`src/rtl/uart_fifo_pkg.sv`:
```
package uart_fifo_pkg;

    typedef enum logic [1:0] {
        TRIG_1  = 2'b00,
        TRIG_4  = 2'b01,
        TRIG_8  = 2'b10,
        TRIG_14 = 2'b11
    } rx_trig_e;

    typedef struct packed {
        logic     en;
        logic     dma;
        rx_trig_e trig;
    } ctl_state_t;

    localparam int unsigned CTL_EN_BIT    = 0;
    localparam int unsigned CTL_RXFL_BIT  = 1;
    localparam int unsigned CTL_TXFL_BIT  = 2;
    localparam int unsigned CTL_DMA_BIT   = 3;
    localparam int unsigned CTL_TRIG_LSB  = 6;

    function automatic int unsigned trig_level(rx_trig_e t);
        case (t)
            TRIG_4:  return 4;
            TRIG_8:  return 8;
            TRIG_14: return 14;
            default: return 1;
        endcase
    endfunction

endpackage

```
`src/rtl/uart_fifo_ctl_reg.sv`:
```
module uart_fifo_ctl_reg
    import uart_fifo_pkg::*;
(
    input  logic       clk,
    input  logic       rst_n,
    input  logic       wr_en,
    input  logic [7:0] wr_data,
    output logic       fifo_en,
    output logic       dma_mode,
    output rx_trig_e   trig,
    output logic       flush_rx,
    output logic       flush_tx
);

    ctl_state_t state_d, state_q;

    always_comb begin
        state_d  = state_q;
        flush_rx = 1'b0;
        flush_tx = 1'b0;
        if (wr_en) begin
            state_d.en = wr_data[CTL_EN_BIT];
            if (wr_data[CTL_EN_BIT] != state_q.en) begin
                flush_rx = 1'b1;
                flush_tx = 1'b1;
            end
            if (wr_data[CTL_EN_BIT]) begin
                state_d.dma  = wr_data[CTL_DMA_BIT];
                state_d.trig = rx_trig_e'(wr_data[CTL_TRIG_LSB +: 2]);
                if (wr_data[CTL_RXFL_BIT]) flush_rx = 1'b1;
                if (wr_data[CTL_TXFL_BIT]) flush_tx = 1'b1;
            end
        end
    end

    always_ff @(posedge clk or negedge rst_n) begin
        if (!rst_n) begin
            state_q <= '{en: 1'b0, dma: 1'b0, trig: TRIG_1};
        end else begin
            state_q <= state_d;
        end
    end

    assign fifo_en  = state_q.en;
    assign dma_mode = state_q.dma;
    assign trig     = state_q.trig;


    gated_fields_chk: assert property (@(posedge clk) disable iff (!rst_n)
        (wr_en && !wr_data[CTL_EN_BIT]) |=> ($stable(dma_mode) && $stable(trig)));


    enable_follow_chk: assert property (@(posedge clk) disable iff (!rst_n)
        wr_en |=> (fifo_en == $past(wr_data[CTL_EN_BIT])));

endmodule

```
`src/rtl/uart_byte_fifo.sv`:
```
module uart_byte_fifo #(
    parameter int unsigned DEPTH  = 16,
    parameter int unsigned DATA_W = 8
) (
    input  logic                       clk,
    input  logic                       rst_n,
    input  logic                       en,
    input  logic                       flush,
    input  logic                       push,
    input  logic [DATA_W-1:0]          wdata,
    input  logic                       pop,
    output logic [DATA_W-1:0]          rdata,
    output logic [$clog2(DEPTH+1)-1:0] count,
    output logic                       empty,
    output logic                       full
);

    localparam int unsigned PW = (DEPTH > 1) ? $clog2(DEPTH) : 1;
    localparam int unsigned CW = $clog2(DEPTH+1);

    typedef struct packed {
        logic [PW-1:0]     wr_ptr;
        logic [PW-1:0]     rd_ptr;
        logic [CW-1:0]     count;
        logic [DATA_W-1:0] rdata;
    } fifo_state_t;

    fifo_state_t       state_d, state_q;
    logic [DATA_W-1:0] mem_q [DEPTH];
    logic [CW-1:0]     cap;
    logic              push_ok;
    logic              pop_ok;

    function automatic logic [PW-1:0] ptr_inc(logic [PW-1:0] p);
        return (p == PW'(DEPTH-1)) ? '0 : p + PW'(1);
    endfunction

    always_comb begin
        cap     = en ? CW'(DEPTH) : CW'(1);
        full    = (state_q.count == cap);
        empty   = (state_q.count == '0);
        push_ok = push && !full;
        pop_ok  = pop && !empty;
        state_d = state_q;
        if (flush) begin
            state_d.wr_ptr = '0;
            state_d.rd_ptr = '0;
            state_d.count  = '0;
        end else begin
            if (pop_ok) begin
                state_d.rdata  = mem_q[state_q.rd_ptr];
                state_d.rd_ptr = ptr_inc(state_q.rd_ptr);
            end
            if (push_ok) begin
                state_d.wr_ptr = ptr_inc(state_q.wr_ptr);
            end
            state_d.count = state_q.count + CW'(push_ok) - CW'(pop_ok);
        end
    end

    always_ff @(posedge clk or negedge rst_n) begin
        if (!rst_n) begin
            state_q <= '0;
        end else begin
            state_q <= state_d;
        end
    end

    always_ff @(posedge clk) begin
        if (push_ok && !flush) begin
            mem_q[state_q.wr_ptr] <= wdata;
        end
    end

    assign rdata = state_q.rdata;
    assign count = state_q.count;


    depth_bound_chk: assert property (@(posedge clk) disable iff (!rst_n)
        count <= CW'(DEPTH));


    single_slot_chk: assert property (@(posedge clk) disable iff (!rst_n)
        !en |-> (count <= CW'(1)));


    empty_pop_hold_chk: assert property (@(posedge clk) disable iff (!rst_n)
        (pop && empty && !push && !flush) |=> ($stable(rdata) && count == '0));


    flush_clear_chk: assert property (@(posedge clk) disable iff (!rst_n)
        flush |=> (count == '0 && $stable(rdata)));


    full_drop_chk: assert property (@(posedge clk) disable iff (!rst_n)
        (push && full && !pop && !flush) |=> $stable(count));

endmodule

```
`src/rtl/uart_rx_status.sv`:
```
module uart_rx_status
    import uart_fifo_pkg::*;
#(
    parameter int unsigned DEPTH = 16
) (
    input  logic                       clk,
    input  logic                       rst_n,
    input  logic                       en,
    input  rx_trig_e                   trig,
    input  logic [$clog2(DEPTH+1)-1:0] count,
    input  logic                       push,
    input  logic                       full,
    input  logic                       flush,
    output logic                       irq,
    output logic                       overrun
);

    localparam int unsigned CW = $clog2(DEPTH+1);

    typedef struct packed {
        logic ovr;
    } stat_state_t;

    stat_state_t   state_d, state_q;
    logic [CW-1:0] level;

    always_comb begin
        level   = en ? CW'(trig_level(trig)) : CW'(1);
        irq     = (count >= level);
        state_d = state_q;
        if (flush) begin
            state_d.ovr = 1'b0;
        end else if (push && full) begin
            state_d.ovr = 1'b1;
        end
    end

    always_ff @(posedge clk or negedge rst_n) begin
        if (!rst_n) begin
            state_q <= '0;
        end else begin
            state_q <= state_d;
        end
    end

    assign overrun = state_q.ovr;


    no_irq_when_empty_chk: assert property (@(posedge clk) disable iff (!rst_n)
        (count == '0) |-> !irq);


    irq_at_full_chk: assert property (@(posedge clk) disable iff (!rst_n)
        (count == CW'(DEPTH)) |-> irq);


    overrun_set_chk: assert property (@(posedge clk) disable iff (!rst_n)
        (push && full && !flush) |=> overrun);


    overrun_sticky_chk: assert property (@(posedge clk) disable iff (!rst_n)
        (overrun && !flush) |=> overrun);

endmodule

```
`src/rtl/uart_fifo_ctl.sv`:
```
module uart_fifo_ctl
    import uart_fifo_pkg::*;
#(
    parameter int unsigned DEPTH  = 16,
    parameter int unsigned DATA_W = 8
) (
    input  logic                       clk,
    input  logic                       rst_n,
    input  logic                       ctl_we,
    input  logic [7:0]                 ctl_wdata,
    input  logic                       tx_push,
    input  logic [DATA_W-1:0]          tx_wdata,
    input  logic                       tx_pop,
    output logic [DATA_W-1:0]          tx_rdata,
    output logic [$clog2(DEPTH+1)-1:0] tx_count,
    output logic                       tx_empty,
    output logic                       tx_full,
    input  logic                       rx_push,
    input  logic [DATA_W-1:0]          rx_wdata,
    input  logic                       rx_pop,
    output logic [DATA_W-1:0]          rx_rdata,
    output logic [$clog2(DEPTH+1)-1:0] rx_count,
    output logic                       rx_empty,
    output logic                       rx_full,
    output logic                       rx_overrun,
    output logic                       rx_irq,
    output logic                       fifo_en,
    output logic                       dma_mode,
    output logic [1:0]                 isr_fifo_bits
);

    rx_trig_e trig;
    logic     flush_rx;
    logic     flush_tx;

    uart_fifo_ctl_reg u_ctl (
        .clk      (clk),
        .rst_n    (rst_n),
        .wr_en    (ctl_we),
        .wr_data  (ctl_wdata),
        .fifo_en  (fifo_en),
        .dma_mode (dma_mode),
        .trig     (trig),
        .flush_rx (flush_rx),
        .flush_tx (flush_tx)
    );

    uart_byte_fifo #(.DEPTH(DEPTH), .DATA_W(DATA_W)) u_tx_fifo (
        .clk   (clk),
        .rst_n (rst_n),
        .en    (fifo_en),
        .flush (flush_tx),
        .push  (tx_push),
        .wdata (tx_wdata),
        .pop   (tx_pop),
        .rdata (tx_rdata),
        .count (tx_count),
        .empty (tx_empty),
        .full  (tx_full)
    );

    uart_byte_fifo #(.DEPTH(DEPTH), .DATA_W(DATA_W)) u_rx_fifo (
        .clk   (clk),
        .rst_n (rst_n),
        .en    (fifo_en),
        .flush (flush_rx),
        .push  (rx_push),
        .wdata (rx_wdata),
        .pop   (rx_pop),
        .rdata (rx_rdata),
        .count (rx_count),
        .empty (rx_empty),
        .full  (rx_full)
    );

    uart_rx_status #(.DEPTH(DEPTH)) u_rx_stat (
        .clk     (clk),
        .rst_n   (rst_n),
        .en      (fifo_en),
        .trig    (trig),
        .count   (rx_count),
        .push    (rx_push),
        .full    (rx_full),
        .flush   (flush_rx),
        .irq     (rx_irq),
        .overrun (rx_overrun)
    );

    assign isr_fifo_bits = {2{fifo_en}};


    toggle_empties_chk: assert property (@(posedge clk) disable iff (!rst_n)
        (fifo_en != $past(fifo_en)) |-> (tx_count == '0 && rx_count == '0 && !rx_overrun));

endmodule

```
`config.mk`:
```
export PLATFORM = sky130hd
export DESIGN_NAME = uart_fifo_ctl
export DESIGN_NICKNAME = d
export VERILOG_FILES = /design/src/rtl/uart_fifo_pkg.sv /design/src/rtl/uart_fifo_ctl_reg.sv /design/src/rtl/uart_byte_fifo.sv /design/src/rtl/uart_rx_status.sv /design/src/rtl/uart_fifo_ctl.sv
export SDC_FILE = /design/constraint.sdc
export NUM_CORES = 1
export LEC_CHECK = 0
export ABC_CLOCK_PERIOD_IN_PS = 2700
export BUFFER_PORTS_ARGS = -buffer_cell sky130_fd_sc_hd__clkbuf_2
export CORE_MARGIN = 5
export CORE_UTILIZATION = 35
export DETAILED_ROUTE_END_ITERATION = 6
export PLACE_DENSITY = 0.62
export SLEW_MARGIN = 20
export SYNTH_ARGS = -nofsm -noshare
export SYNTH_HDL_FRONTEND = slang
export SYNTH_HIERARCHICAL = 1
export SYNTH_SLANG_ARGS = --single-unit
```
`constraint.sdc`:
```
create_clock -name clk -period 2.7 [get_ports clk]
set_input_delay 0.135 -clock clk [delete_from_list [all_inputs] [get_ports clk]]
set_output_delay 0.135 -clock clk [all_outputs]
set_load 0.05 [all_outputs]
```
==> run_results.csv <==
group,metric,value,unit
clock_tree,cts_inserted_buffers,31,
setup_path,crit_path_start_kind,"flop",
synthesis,netlist_instances,725,
synthesis,ys_types,47,
final_layout,fillers,3222,
routing,wl,26000,um
timing,setup_viol,0,
routing,avgRoutedWirePerCell,19.7,um
timing,slew_headroom,0.466,
worst_hold_path,hp-class,"input pin to flop",
pwr,pwr-share-seq,0.414,
global_routing,grt_use_met2,0.200,
die,core-area,36500,um2
final_layout,postLayoutCoreUtil,0.409,
synthesis,synth-edff-count,256,
pwr,power_density,939,nW/um2
timing,fin_crit,2.62,ns
clock_tree,htree_levels,1,
die,die_h,202,um
routing,firstDrtPassIters,4,
pwr,p_sw,4.60,mW
setup_path,startpoint,"u_ctl/fifo_en$_DFFE_PN0P_",
synthesis,seq_area_frac_synth,0.686,
die,die_area,40900,um2
setup_path,crit_slowest_cell,"dfrtp_4",
global_routing,grt_pass1_vias,6755,
clock_tree,clock_sinks,303,
final_layout,layout.nets,888,
synthesis,syn_area,12900,um2
pwr,clock_power_share,0.274,
setup_path,max_stage_delay,0.51,ns
setup_path,rr_startpoint,"u_ctl/fifo_en$_DFFE_PN0P_",
timing,hold_viol_final,0,
flow_run,max_cap_violations,0,
synthesis,yosys_warnings,6,
routing,antenna_left,0,
setup_path,worstSetupPathType,"flop to flop",
timing,worst_clock_skew,0.0250,ns
die,ios,67,
routing,routed_via_density,5.05,
final_layout,area_growth,15.6,%
die,die_width,202,um
setup_path,crit_required,3.20,ns
global_routing,grt_util_met3,0.0197,
timing,tightest_slew,0.801,ns
setup_path,worstPathMaxFanout,6,
setup_path,worst_path_most_repeated_cell,"a21oi_2",
synthesis,synth_ff_type,"edfxtp_1",
global_routing,grt_usage,0.124,
timing,hold_ws,0.0233,ns
clock_tree,cts_tree,"done",
worst_hold_path,hp-start,"tx_wdata[4]",
global_routing,antenna_found_initial,0,
synthesis,ys_seq_elements,303,
routing,drtIter0Drc,435,
pwr,combPwrFrac,0.312,
placed_design,dp_slack,0.0642,ns
routing,drcViolationCount,0,
pwr,internal_power,9.43,mW
global_routing,grt_pass1_wl,39600,um
synthesis,async_reset_ff_frac,0.155,
die,initial_core_util,0.354,
clock_tree,clkTransAtPathRegs,0.06,ns
routing,routed-via-count,6650,
pwr,finalPower,14.0,mW
synthesis,yosys.area.top_type_share,0.595,
global_routing,overflow,0,
pwr,vdd_drop_max,0.000516,V
global_routing,top_usage_layer,"met2",
final_layout,final_cell_mix,"edfxtp_1 (256), clkbuf_2 (64), buf_4 (59)",
placed_design,gp_congestion,0.773,
die,row_count,70,
setup_path,critPathArrivalTime,3.12,ns
pwr,p_leak,5.37,nW
timing,max_freq,0.381,GHz
pwr,switching_share,0.328,
clock_tree,clock_latency,0.57,ns
synthesis,synth.area.top_cells,"edfxtp_1 (59%), mux4_1 (9.1%), dfrtp_1 (9.1%), mux4_2 (3.3%), ha_1 (2.3%)",
synthesis,synth_nets,782,
timing,slew_viol_final,0,
setup_path,end_kind,"flop",
timing,rsz0062_at_grt,"yes",
clock_tree,cts-root-buf,"clkbuf_16",
synthesis,yosys.area.top_type,"edfxtp_1",
timing,min_period_over_period,0.971,
placed_design,place_hpwl,16800,um
global_routing,grt_max_degree,38,
final_layout,num_antenna_cells,0,
run_status,status,"finished, final reports clean",
synthesis,synth_area_per_cell,17.8,um2
global_routing,met1_usage,0.176,
final_layout,drive_gt1_frac,0.259,
clock_tree,cts_buffer_depth,3,
timing,setup_ws,0.0783,ns
final_layout,layout_commonest_cell,"edfxtp_1",
placed_design,io_buffers,64,
setup_path,crit_chain,"or3b_1, a21o_1, nand2_2, xor2_1, ha_2, fa_2, a21oi_2, nor2_1, or3_1, a21oi_2",
==> worst paths after layout <==
kind                       cells after the start  slack (ns)                               to
min                                            1        0.02  u_tx_fifo/mem_q[7][4]$_DFFE_PP_
max reg2reg                                   10        0.08     u_rx_fifo/count[4]$_DFF_PN0_
max                                           10        0.08     u_rx_fifo/count[4]$_DFF_PN0_
max in group asynchronous                      3        1.73   u_tx_fifo/rdata[6]$_DFFE_PN0P_
min in group asynchronous                      2        0.18   u_rx_fifo/rdata[1]$_DFFE_PN0P_
min reg2reg                                    1        0.47   u_rx_fifo/rdata[4]$_DFFE_PN0P_
==> sequential cells by signal (all words and copies together), names as in the netlist, 5 cells and up <==
signal             count
u_rx_fifo/count        5
u_tx_fifo/mem_q      128
u_tx_fifo/state_q      8
u_tx_fifo/count        5
u_tx_fifo/rdata        8
u_rx_fifo/state_q      8
u_rx_fifo/rdata        8
u_rx_fifo/mem_q      128
==> stage by stage <==
| step | cells | setup TNS, ns | cell area (um2) |
|---|---|---|---|
| after floorplan | 725 | -0.00898 | 12900 |
| after global placement | 1247 | 0 | 13800 |
| after detailed placement | 1247 | 0 | 13800 |
| after CTS | 1312 | 0 | 14800 |
| after global routing | 1318 | -0.00681 | 14900 |
| final | 1318 | 0 | 14900 |
==> timing repair <==
item                                   CTS  global route
resized for setup                        0            17
setup endpoints to repair                0             2
endpoints found under the hold margin   41             0
buffers inserted                         0             6
hold buffers                            13             0
==> layout make-up <==
cell class	count	area [um2]	share of cell area
Multi-Input combinational cell	334	3550	0.238
Clock inverter	17	108	0.00720
Inverter	22	82.6	0.00553
Tap cell	468	586	0.0392
Timing Repair Buffer	139	953	0.0638
Sequential cell	303	8870	0.594
Clock buffer	35	791	0.0529
==> synthesized netlist by cell type, drive strengths merged, types with 2 or more instances <==
cell type and count:
nand3b 2, o21ai 11, inv 22, mux2i 16, xnor2 4, mux4 64, or3 4, edfxtp 256
clkbuf 12, dfrtp 47, nand2 19, a21oi 19, a211oi 16, mux2 5, nor2 35, nand2b 9
nand4 8, o311ai 2, nor2b 6, a31oi 4, or4b 2, o22ai 16, nand3 17, fa 2
or3b 2, or2 3, xor2 6, ha 24, buf 54, o41ai 2, nor3 10, a311o 2
a21o 22
==> power groups by stage <==
stage          combinational (mW)  sequential (mW)  clock [mW]
4_1_cts                      4.29             5.81        3.95
2_1_floorplan                3.58             5.76           0
5_1_grt                      4.70             5.86        4.15
3_5_place_dp                 4.25             5.90           0
3_3_place_gp                 4.20             5.88           0
6_report                     4.37             5.81        3.85
==> critical path, delay by kind of cell, from the launching register on <==
kind	cells	cell delay, ns
AO/OA/AOI/OAI	3	0.47
XOR/XNOR	1	0.07
adder cells (fa/ha/maj)	2	0.63
flip-flops	1	0.51
AND/OR/NAND/NOR	4	0.88
==> kinds of logic (layout without fill, tap and decap cells) <==
kind of cell / after synthesis / count (layout) / share of synthesized area
DFF: 303 / 303 / 0.686
and+or+nand+nor: 118 / 118 / 0.0462
AOI/OAI and AO/OA: 95 / 95 / 0.0488
buffers and inverters: 88 / 213 / 0.0443
muxes: 85 / 85 / 0.142
adders and majority gates: 26 / 26 / 0.0263
xor gates and xnor gates: 10 / 10 / 0.00677
==> per-layer routing <==
layer  vias up  part of all wire
met4         0             0.021
met5         -                 0
met2       111              0.48
li1       3075                 -
met1      3426              0.47
met3        38             0.034
Note: power is estimated with default switching activity, not from simulation.
